**src/rtl/jdp_pkg.sv**
```systemverilog
package jdp_pkg;
  localparam int DATA_W = 32;
  localparam int HDR_W  = 3;
  localparam int ACC_W  = DATA_W + HDR_W;
  localparam int IR_W   = 4;
  localparam int BANK_W = 4;
  localparam int AP_ADDR_W = BANK_W + 4;

  localparam logic [IR_W-1:0] IR_ABORT  = 4'h8;
  localparam logic [IR_W-1:0] IR_DPACC  = 4'hA;
  localparam logic [IR_W-1:0] IR_APACC  = 4'hB;
  localparam logic [IR_W-1:0] IR_IDCODE = 4'hE;

  localparam logic [HDR_W-1:0] ACK_OK   = 3'b010;
  localparam logic [HDR_W-1:0] ACK_WAIT = 3'b001;

  typedef enum logic [3:0] {
    TLR, RTI, SEL_DR, CAP_DR, SH_DR, EX1_DR, PA_DR, EX2_DR, UPD_DR,
    SEL_IR, CAP_IR, SH_IR, EX1_IR, PA_IR, EX2_IR, UPD_IR
  } tapState_e;

  typedef enum logic [1:0] { DR_BYP, DR_IDC, DR_ACC } drSel_e;

  typedef struct packed {
    logic             capDr;
    logic             shiftDr;
    drSel_e           drSel;
    logic [HDR_W-1:0] ack;
    logic             dpRd;
    logic             dpWr;
    logic             apIssue;
    logic             setOrun;
    logic             rspTake;
  } dpStrobe_t;

  typedef struct packed {
    logic stickyAny;
    logic orunDetect;
    logic hdrRead;
    logic abortOne;
  } dpStatus_t;
endpackage

```
**src/rtl/jdp_ctrl.sv**
```systemverilog
module jdp_ctrl
  import jdp_pkg::*;
(
  input  logic      clk,
  input  logic      rstN,
  input  logic      tms,
  input  logic      tdi,
  input  logic      drOut,
  input  dpStatus_t st,
  output dpStrobe_t str,
  output logic      tdo,
  output logic      apReqValid,
  input  logic      apReqReady,
  input  logic      apRspValid,
  output logic      apAbort
);
  tapState_e tapState, tapNext;
  logic [IR_W-1:0] ir, irShift;
  logic busy, waitScan, updDr, abortHit, isAccIr;

  always_comb begin
    unique case (tapState)
      TLR:     tapNext = tms ? TLR    : RTI;
      RTI:     tapNext = tms ? SEL_DR : RTI;
      SEL_DR:  tapNext = tms ? SEL_IR : CAP_DR;
      CAP_DR:  tapNext = tms ? EX1_DR : SH_DR;
      SH_DR:   tapNext = tms ? EX1_DR : SH_DR;
      EX1_DR:  tapNext = tms ? UPD_DR : PA_DR;
      PA_DR:   tapNext = tms ? EX2_DR : PA_DR;
      EX2_DR:  tapNext = tms ? UPD_DR : SH_DR;
      UPD_DR:  tapNext = tms ? SEL_DR : RTI;
      SEL_IR:  tapNext = tms ? TLR    : CAP_IR;
      CAP_IR:  tapNext = tms ? EX1_IR : SH_IR;
      SH_IR:   tapNext = tms ? EX1_IR : SH_IR;
      EX1_IR:  tapNext = tms ? UPD_IR : PA_IR;
      PA_IR:   tapNext = tms ? EX2_IR : PA_IR;
      EX2_IR:  tapNext = tms ? UPD_IR : SH_IR;
      default: tapNext = tms ? SEL_DR : RTI;
    endcase
  end

  assign updDr    = (tapState == UPD_DR);
  assign isAccIr  = (ir == IR_DPACC) || (ir == IR_APACC);
  assign abortHit = updDr && (ir == IR_ABORT) && st.abortOne;

  always_comb begin
    str = '0;
    unique case (ir)
      IR_DPACC, IR_APACC, IR_ABORT: str.drSel = DR_ACC;
      IR_IDCODE:                    str.drSel = DR_IDC;
      default:                      str.drSel = DR_BYP;
    endcase
    str.capDr   = (tapState == CAP_DR);
    str.shiftDr = (tapState == SH_DR);
    str.ack     = busy ? ACK_WAIT : ACK_OK;
    str.dpRd    = updDr && (ir == IR_DPACC) && !waitScan && st.hdrRead;
    str.dpWr    = updDr && (ir == IR_DPACC) && !waitScan && !st.hdrRead;
    str.apIssue = updDr && (ir == IR_APACC) && !waitScan && !st.stickyAny;
    str.setOrun = updDr && isAccIr && waitScan && st.orunDetect;
    str.rspTake = apRspValid && busy && !abortHit;
  end

  always_comb begin
    if (tapState == SH_IR)      tdo = irShift[0];
    else if (tapState == SH_DR) tdo = drOut;
    else                        tdo = 1'b0;
  end

  always_ff @(posedge clk or negedge rstN) begin
    if (!rstN) begin
      tapState   <= TLR;
      ir         <= IR_IDCODE;
      irShift    <= '0;
      busy       <= 1'b0;
      waitScan   <= 1'b0;
      apReqValid <= 1'b0;
      apAbort    <= 1'b0;
    end else begin
      tapState <= tapNext;
      apAbort  <= abortHit;
      if (tapState == TLR)         ir <= IR_IDCODE;
      else if (tapState == UPD_IR) ir <= irShift;
      if (tapState == CAP_IR)      irShift <= {{(IR_W-1){1'b0}}, 1'b1};
      else if (tapState == SH_IR)  irShift <= {tdi, irShift[IR_W-1:1]};
      if (str.capDr) waitScan <= busy;
      if (abortHit)         busy <= 1'b0;
      else if (str.apIssue) busy <= 1'b1;
      else if (str.rspTake) busy <= 1'b0;
      if (abortHit)                      apReqValid <= 1'b0;
      else if (str.apIssue)              apReqValid <= 1'b1;
      else if (apReqValid && apReqReady) apReqValid <= 1'b0;
    end
  end


  tlr_loads_idcode_chk: assert property (@(posedge clk) disable iff (!rstN)
    (tapState == TLR) |=> (ir == IR_IDCODE));

  abort_clears_busy_chk: assert property (@(posedge clk) disable iff (!rstN)
    abortHit |=> (!busy && !apReqValid && apAbort));

  req_hold_chk: assert property (@(posedge clk) disable iff (!rstN)
    (apReqValid && !apReqReady && !abortHit) |=> apReqValid);

  no_issue_sticky_chk: assert property (@(posedge clk) disable iff (!rstN)
    $rose(apReqValid) |-> !$past(st.stickyAny));

  wait_while_busy_chk: assert property (@(posedge clk) disable iff (!rstN)
    (str.capDr && apReqValid) |-> (str.ack == ACK_WAIT));
endmodule

```
**src/rtl/jdp_dpath.sv**
```systemverilog
module jdp_dpath
  import jdp_pkg::*;
#(
  parameter logic [DATA_W-1:0] IDCODE_VAL = 32'h0A5C_1001
)(
  input  logic                 clk,
  input  logic                 rstN,
  input  logic                 tdi,
  input  dpStrobe_t            str,
  input  logic [DATA_W-1:0]    apRspData,
  input  logic                 apRspErr,
  output logic                 drOut,
  output dpStatus_t            st,
  output logic                 apReqWrite,
  output logic [AP_ADDR_W-1:0] apReqAddr,
  output logic [DATA_W-1:0]    apReqData
);
  localparam int PAD_W = ACC_W - DATA_W;

  logic [ACC_W-1:0]  shiftReg;
  logic [DATA_W-1:0] rdBuf, selectReg, wrData, ctrlStatVal;
  logic [1:0]        hdrA;
  logic orunDetect, stickyOrun, stickyErr;
  logic dbgReq, dbgAck, sysReq, sysAck;

  assign hdrA   = shiftReg[2:1];
  assign wrData = shiftReg[ACC_W-1:HDR_W];
  assign drOut  = shiftReg[0];
  assign ctrlStatVal = {sysAck, sysReq, dbgAck, dbgReq, 22'd0,
                        stickyErr, 3'd0, stickyOrun, orunDetect};

  assign st.stickyAny  = stickyOrun || stickyErr;
  assign st.orunDetect = orunDetect;
  assign st.hdrRead    = shiftReg[0];
  assign st.abortOne   = (wrData == {{(DATA_W-1){1'b0}}, 1'b1});

  always_ff @(posedge clk or negedge rstN) begin
    if (!rstN) begin
      shiftReg   <= '0;
      rdBuf      <= '0;
      selectReg  <= '0;
      orunDetect <= 1'b0;
      stickyOrun <= 1'b0;
      stickyErr  <= 1'b0;
      dbgReq     <= 1'b0;
      dbgAck     <= 1'b0;
      sysReq     <= 1'b0;
      sysAck     <= 1'b0;
      apReqWrite <= 1'b0;
      apReqAddr  <= '0;
      apReqData  <= '0;
    end else begin
      dbgAck <= dbgReq;
      sysAck <= sysReq;
      if (str.capDr) begin
        unique case (str.drSel)
          DR_ACC:  shiftReg <= {rdBuf, str.ack};
          DR_IDC:  shiftReg <= {{PAD_W{1'b0}}, IDCODE_VAL};
          default: shiftReg <= '0;
        endcase
      end else if (str.shiftDr) begin
        unique case (str.drSel)
          DR_ACC:  shiftReg <= {tdi, shiftReg[ACC_W-1:1]};
          DR_IDC:  shiftReg <= {{PAD_W{1'b0}}, tdi, shiftReg[DATA_W-1:1]};
          default: shiftReg <= {{(ACC_W-1){1'b0}}, tdi};
        endcase
      end
      if (str.dpRd) begin
        unique case (hdrA)
          2'd1:    rdBuf <= ctrlStatVal;
          2'd2:    rdBuf <= selectReg;
          2'd3:    rdBuf <= rdBuf;
          default: rdBuf <= '0;
        endcase
      end
      if (str.dpWr) begin
        if (hdrA == 2'd1) begin
          orunDetect <= wrData[0];
          dbgReq     <= wrData[28];
          sysReq     <= wrData[30];
          if (wrData[1]) stickyOrun <= 1'b0;
          if (wrData[5]) stickyErr  <= 1'b0;
        end else if (hdrA == 2'd2) begin
          selectReg <= wrData;
        end
      end
      if (str.setOrun) stickyOrun <= 1'b1;
      if (str.rspTake) begin
        if (!apReqWrite) rdBuf <= apRspData;
        if (apRspErr) stickyErr <= 1'b1;
      end
      if (str.apIssue) begin
        apReqAddr  <= {selectReg[7:4], hdrA, 2'b00};
        apReqData  <= wrData;
        apReqWrite <= !shiftReg[0];
      end
    end
  end


  rdbuf_stable_chk: assert property (@(posedge clk) disable iff (!rstN)
    (!str.dpRd && !str.rspTake) |=> $stable(rdBuf));

  orun_set_chk: assert property (@(posedge clk) disable iff (!rstN)
    str.setOrun |=> stickyOrun);

  wait_no_write_chk: assert property (@(posedge clk) disable iff (!rstN)
    (!str.dpWr) |=> $stable(selectReg));
endmodule

```
**src/rtl/jtag_dbg_port.sv**
```systemverilog
module jtag_dbg_port
  import jdp_pkg::*;
#(
  parameter logic [31:0] IDCODE_VAL = 32'h0A5C_1001
)(
  input  logic        tck,
  input  logic        rstN,
  input  logic        tms,
  input  logic        tdi,
  output logic        tdo,
  output logic        apReqValid,
  input  logic        apReqReady,
  output logic        apReqWrite,
  output logic [7:0]  apReqAddr,
  output logic [31:0] apReqData,
  output logic        apAbort,
  input  logic        apRspValid,
  input  logic [31:0] apRspData,
  input  logic        apRspErr
);
  dpStrobe_t str;
  dpStatus_t st;
  logic drOut;

  jdp_ctrl u_ctrl (
    .clk(tck), .rstN(rstN), .tms(tms), .tdi(tdi), .drOut(drOut),
    .st(st), .str(str), .tdo(tdo), .apReqValid(apReqValid),
    .apReqReady(apReqReady), .apRspValid(apRspValid), .apAbort(apAbort)
  );

  jdp_dpath #(.IDCODE_VAL(IDCODE_VAL)) u_dpath (
    .clk(tck), .rstN(rstN), .tdi(tdi), .str(str),
    .apRspData(apRspData), .apRspErr(apRspErr), .drOut(drOut), .st(st),
    .apReqWrite(apReqWrite), .apReqAddr(apReqAddr), .apReqData(apReqData)
  );
endmodule

```
**config.mk**
```make
export PLATFORM = sky130hd
export DESIGN_NAME = jtag_dbg_port
export DESIGN_NICKNAME = d
export VERILOG_FILES = /design/src/rtl/jdp_pkg.sv /design/src/rtl/jdp_ctrl.sv /design/src/rtl/jdp_dpath.sv /design/src/rtl/jtag_dbg_port.sv
export SDC_FILE = /design/constraint.sdc
export NUM_CORES = 1
export LEC_CHECK = 0
export ABC_AREA = 1
export BUFFER_PORTS_ARGS = -buffer_cell sky130_fd_sc_hd__buf_2
export CAP_MARGIN = 20
export CORE_MARGIN = 2
export CORE_UTILIZATION = 30
export CTS_BUF_LIST = sky130_fd_sc_hd__clkbuf_8
export DETAILED_ROUTE_END_ITERATION = 10
export HOLD_SLACK_MARGIN = 0.06
export REMOVE_ABC_BUFFERS = 1
export SETUP_SLACK_MARGIN = 0.05
export SYNTH_ARGS = -nofsm -noshare
export SYNTH_HDL_FRONTEND = slang
export SYNTH_SLANG_ARGS = --single-unit
```
**constraint.sdc**
```tcl
create_clock -name tck -period 3.4 [get_ports tck]
set_input_delay 0.51 -clock tck [delete_from_list [all_inputs] [get_ports tck]]
set_output_delay 0.51 -clock tck [all_outputs]
set_load 0.1 [all_outputs]
```
==> run_results.csv <==
group,metric,value,unit
run_status,status,"finished, final reports clean",
power,internal_power,3320,uW
yosys,synth_top_area_share,0.510,
cts,cts_max_level,4,
detailed_routing,drc,0,
yosys,synth_seq_area_share,0.520,
yosys,synth.area.top_cells,"dfrtp_1, nand2_1, o21ai_0",
grt,grt_pass1_wl,35300,um
power,clkPwrFrac,0.256,
detailed_routing,routedWlPerCell,16.0,um
detailed_routing,drtPass1Iterations,5,
final_layout,layout_commonest_cell,"nand2_1",
cts,insertion_delay,0.47,ns
sta,fin_crit,2.79,ns
final_layout,drive_gt1_frac,0.140,
sta,fmax,359,MHz
worst_setup_path,rr_endpoint,"u_dpath.shiftReg[6]",
cts,cts_buffers,17,
floorplan,fp.coreArea,0.0253,mm^2
power,p_comb_frac,0.334,
grt,grt_usage,0.169,
cts,root_buffer,"clkbuf_8",
worst_setup_path,cp.required,3.74,ns
grt,grt_pass1_vias,6538,
yosys,ys_types,36,
min_path,worst_hold_path_type,"in2reg",
final_layout,final_cell_mix,"nand2_1, dfrtp_1, o21ai_0",
grt,grt_overflow,0,
sta,maxSlewViolCount,0,
yosys,synth_warnings,0,
power,switchingPower,2120,uW
floorplan,die_area,0.0272,mm^2
sta,period_share,0.820,
final_layout,nets,1066,
power,p_sw_frac,0.389,
grt,antenna_found_initial,0,
worst_setup_path,r2r_cells,13,
yosys,async_flop_share,1.00,
cts,clk_pin_slew_worst_paths,0.09,ns
worst_setup_path,rr_startpoint,"u_ctrl.ir[1]",
sta,tns,0,ns
worst_setup_path,crit_type,"reg2reg",
worst_setup_path,end_kind,"flop",
power,peakVddDrop,0.439,mV
final_layout,num_antenna_cells,0,
floorplan,dieWidth,165,um
yosys,synth_edf_count,0,
sta,worst_pin_slew,0.984,ns
detailed_routing,viasPerCell,4.89,
placement,place.gp.congestion,0.924,
yosys,synthCells,965,
yosys,synth-main-ff-cell,"dfrtp_1",
floorplan,start_util,0.307,
yosys,syn_area_per_cell,8.04,um^2
sta,fin_ws,0.613,ns
detailed_routing,ant_nets,0,
worst_setup_path,rrSetupSlack,0.61,ns
sta,final_hold_viol_count,0,
worst_setup_path,critPathArrivalTime,3.13,ns
yosys,syn-cell-area,0.00776,mm^2
yosys,synth_top_cell_by_area,"dfrtp_1",
grt,grt_start_max_net_pins,73,
sta,slew-limit-headroom,0.342,
placement,port_buffers,80,
placement,dp.final_hpwl,14800,um
power,seqPwrFrac,0.411,
cts,tritoncts,"yes",
final_layout,syn_to_final_growth,13.5,%
cts,cts_setup_buffers,0,
sta,setup_viol,0,
power,p_leak,0.00421,uW
min_path,min_to,"u_dpath.rdBuf[8]",
placement,dpl_worst_slack,0.648,ns
min_path,holdPathStages,3,
sta,rsz0062_at_grt,"false",
worst_setup_path,critPathLaunchType,"flop",
cts,cts.sinks,161,
floorplan,fp-row-count,58,
sta,whs,0.283,ns
floorplan,die_height,165,um
yosys,ys_seq_elements,161,
sta,skew,0.0126,ns
detailed_routing,drt-total-wl,21800,um
detailed_routing,vias,6684,
min_path,hp-start,"apRspData[8]",
floorplan,io_pins,83,
worst_setup_path,cp_max_fo,13,
detailed_routing,drt-initial-drc-count,615,
cts,clockBufferDepth,2,
power,p_per_area,617,mW/mm^2
job,maxCapViolCount,0,
power by group through the flow:
stage	clock network (uW)	logic, uW	registers [uW]
2_1_floorplan	0	1180	2220
3_3_place_gp	0	1780	2260
3_5_place_dp	0	1810	2260
4_1_cts	1410	1810	2230
5_1_grt	1490	2030	2250
6_report	1390	1810	2230
metal layers:
metal	GRT usage	vias to the layer above	routed length, um
met3	0.0284	30	1100
met1	0.238	3173	10600
met5	0	-	0
li1	-	3296	-
met4	0.0601	0	412
met2	0.262	185	9770
final cells by class:
class | count | area, um^2
clock buffers | 18 | 248
clock inverters | 13 | 123
fillers | 2711 | 16400
inverters | 100 | 375
multi-input cells | 652 | 3090
flip-flops and latches | 161 | 4030
well taps | 330 | 413
repair buffers | 93 | 532
synth_stat cells (5+ instances only):
| library cell | n |
|---|---|
| nand2_1 | 296 |
| dfrtp_1 | 158 |
| o21ai_0 | 105 |
| inv_1 | 95 |
| o21ai_1 | 52 |
| nor2_1 | 42 |
| nand4_1 | 37 |
| o22ai_1 | 29 |
| clkbuf_1 | 22 |
| buf_2 | 21 |
| nand3_1 | 20 |
| a21oi_1 | 15 |
| a22o_1 | 9 |
| o211ai_1 | 8 |
| nand2_2 | 6 |
| buf_4 | 5 |
timing repair:
item                       4_1_cts  5_1_grt
setup endpoints to repair        0        0
hold endpoints to repair        57        0
resized for setup                0        0
hold buffers                     1        0
metrics by stage:
stage                     instances  power (uW)  cell area (um^2)   util
final                          1367        5430              8810  0.349
after global routing           1367        5780              8810  0.349
after CTS                      1367        5450              8810  0.349
after detailed placement       1335        4070              8430  0.334
after global placement         1335        4040              8430  0.334
after floorplan                 913        3400              7490      -
worst max-delay path, cell delays in order, from the launching register on:
cell     delay (ns)
dfstp_2        0.54
inv_1          0.07
nor2_1         0.15
inv_1          0.06
nor3_1         0.21
inv_1          0.08
ha_1           0.31
nor2_1         0.24
inv_1          0.15
nand2_1        0.39
buf_12         0.20
o22ai_1        0.07
nand2_1        0.09
o21ai_0        0.09
flip-flops by register name, summed over array words and instances, names as in the netlist, 4 cells and up:
name,count
u_dpath.shiftReg,35
u_ctrl.irShift,4
u_dpath.apReqData,32
u_ctrl.ir,4
u_dpath.selectReg,32
u_ctrl.tapState,4
u_dpath.rdBuf,32
u_dpath.apReqAddr,6
how the worst max path moves through the flow:
stage                       start                   end  cells past startpoint
2_1_floorplan  u_ctrl.tapState[2]                   tdo                      5
3_3_place_gp         u_ctrl.ir[1]   u_dpath.shiftReg[5]                     13
3_5_place_dp         u_ctrl.ir[1]   u_dpath.shiftReg[6]                     13
4_1_cts              u_ctrl.ir[1]   u_dpath.shiftReg[6]                     13
5_1_grt              u_ctrl.ir[1]  u_dpath.shiftReg[11]                     13
6_report             u_ctrl.ir[1]   u_dpath.shiftReg[6]                     13
kinds of logic after synthesis:
family,count (synthesis),synth area share
simple gates,419,0.229
flops,161,0.520
fa+ha+maj,2,0.00322
buf+inv,153,0.0837
compound gates,229,0.164
other cells,1,0.000483
No activity file was read; power rests on OpenSTA's default activity.
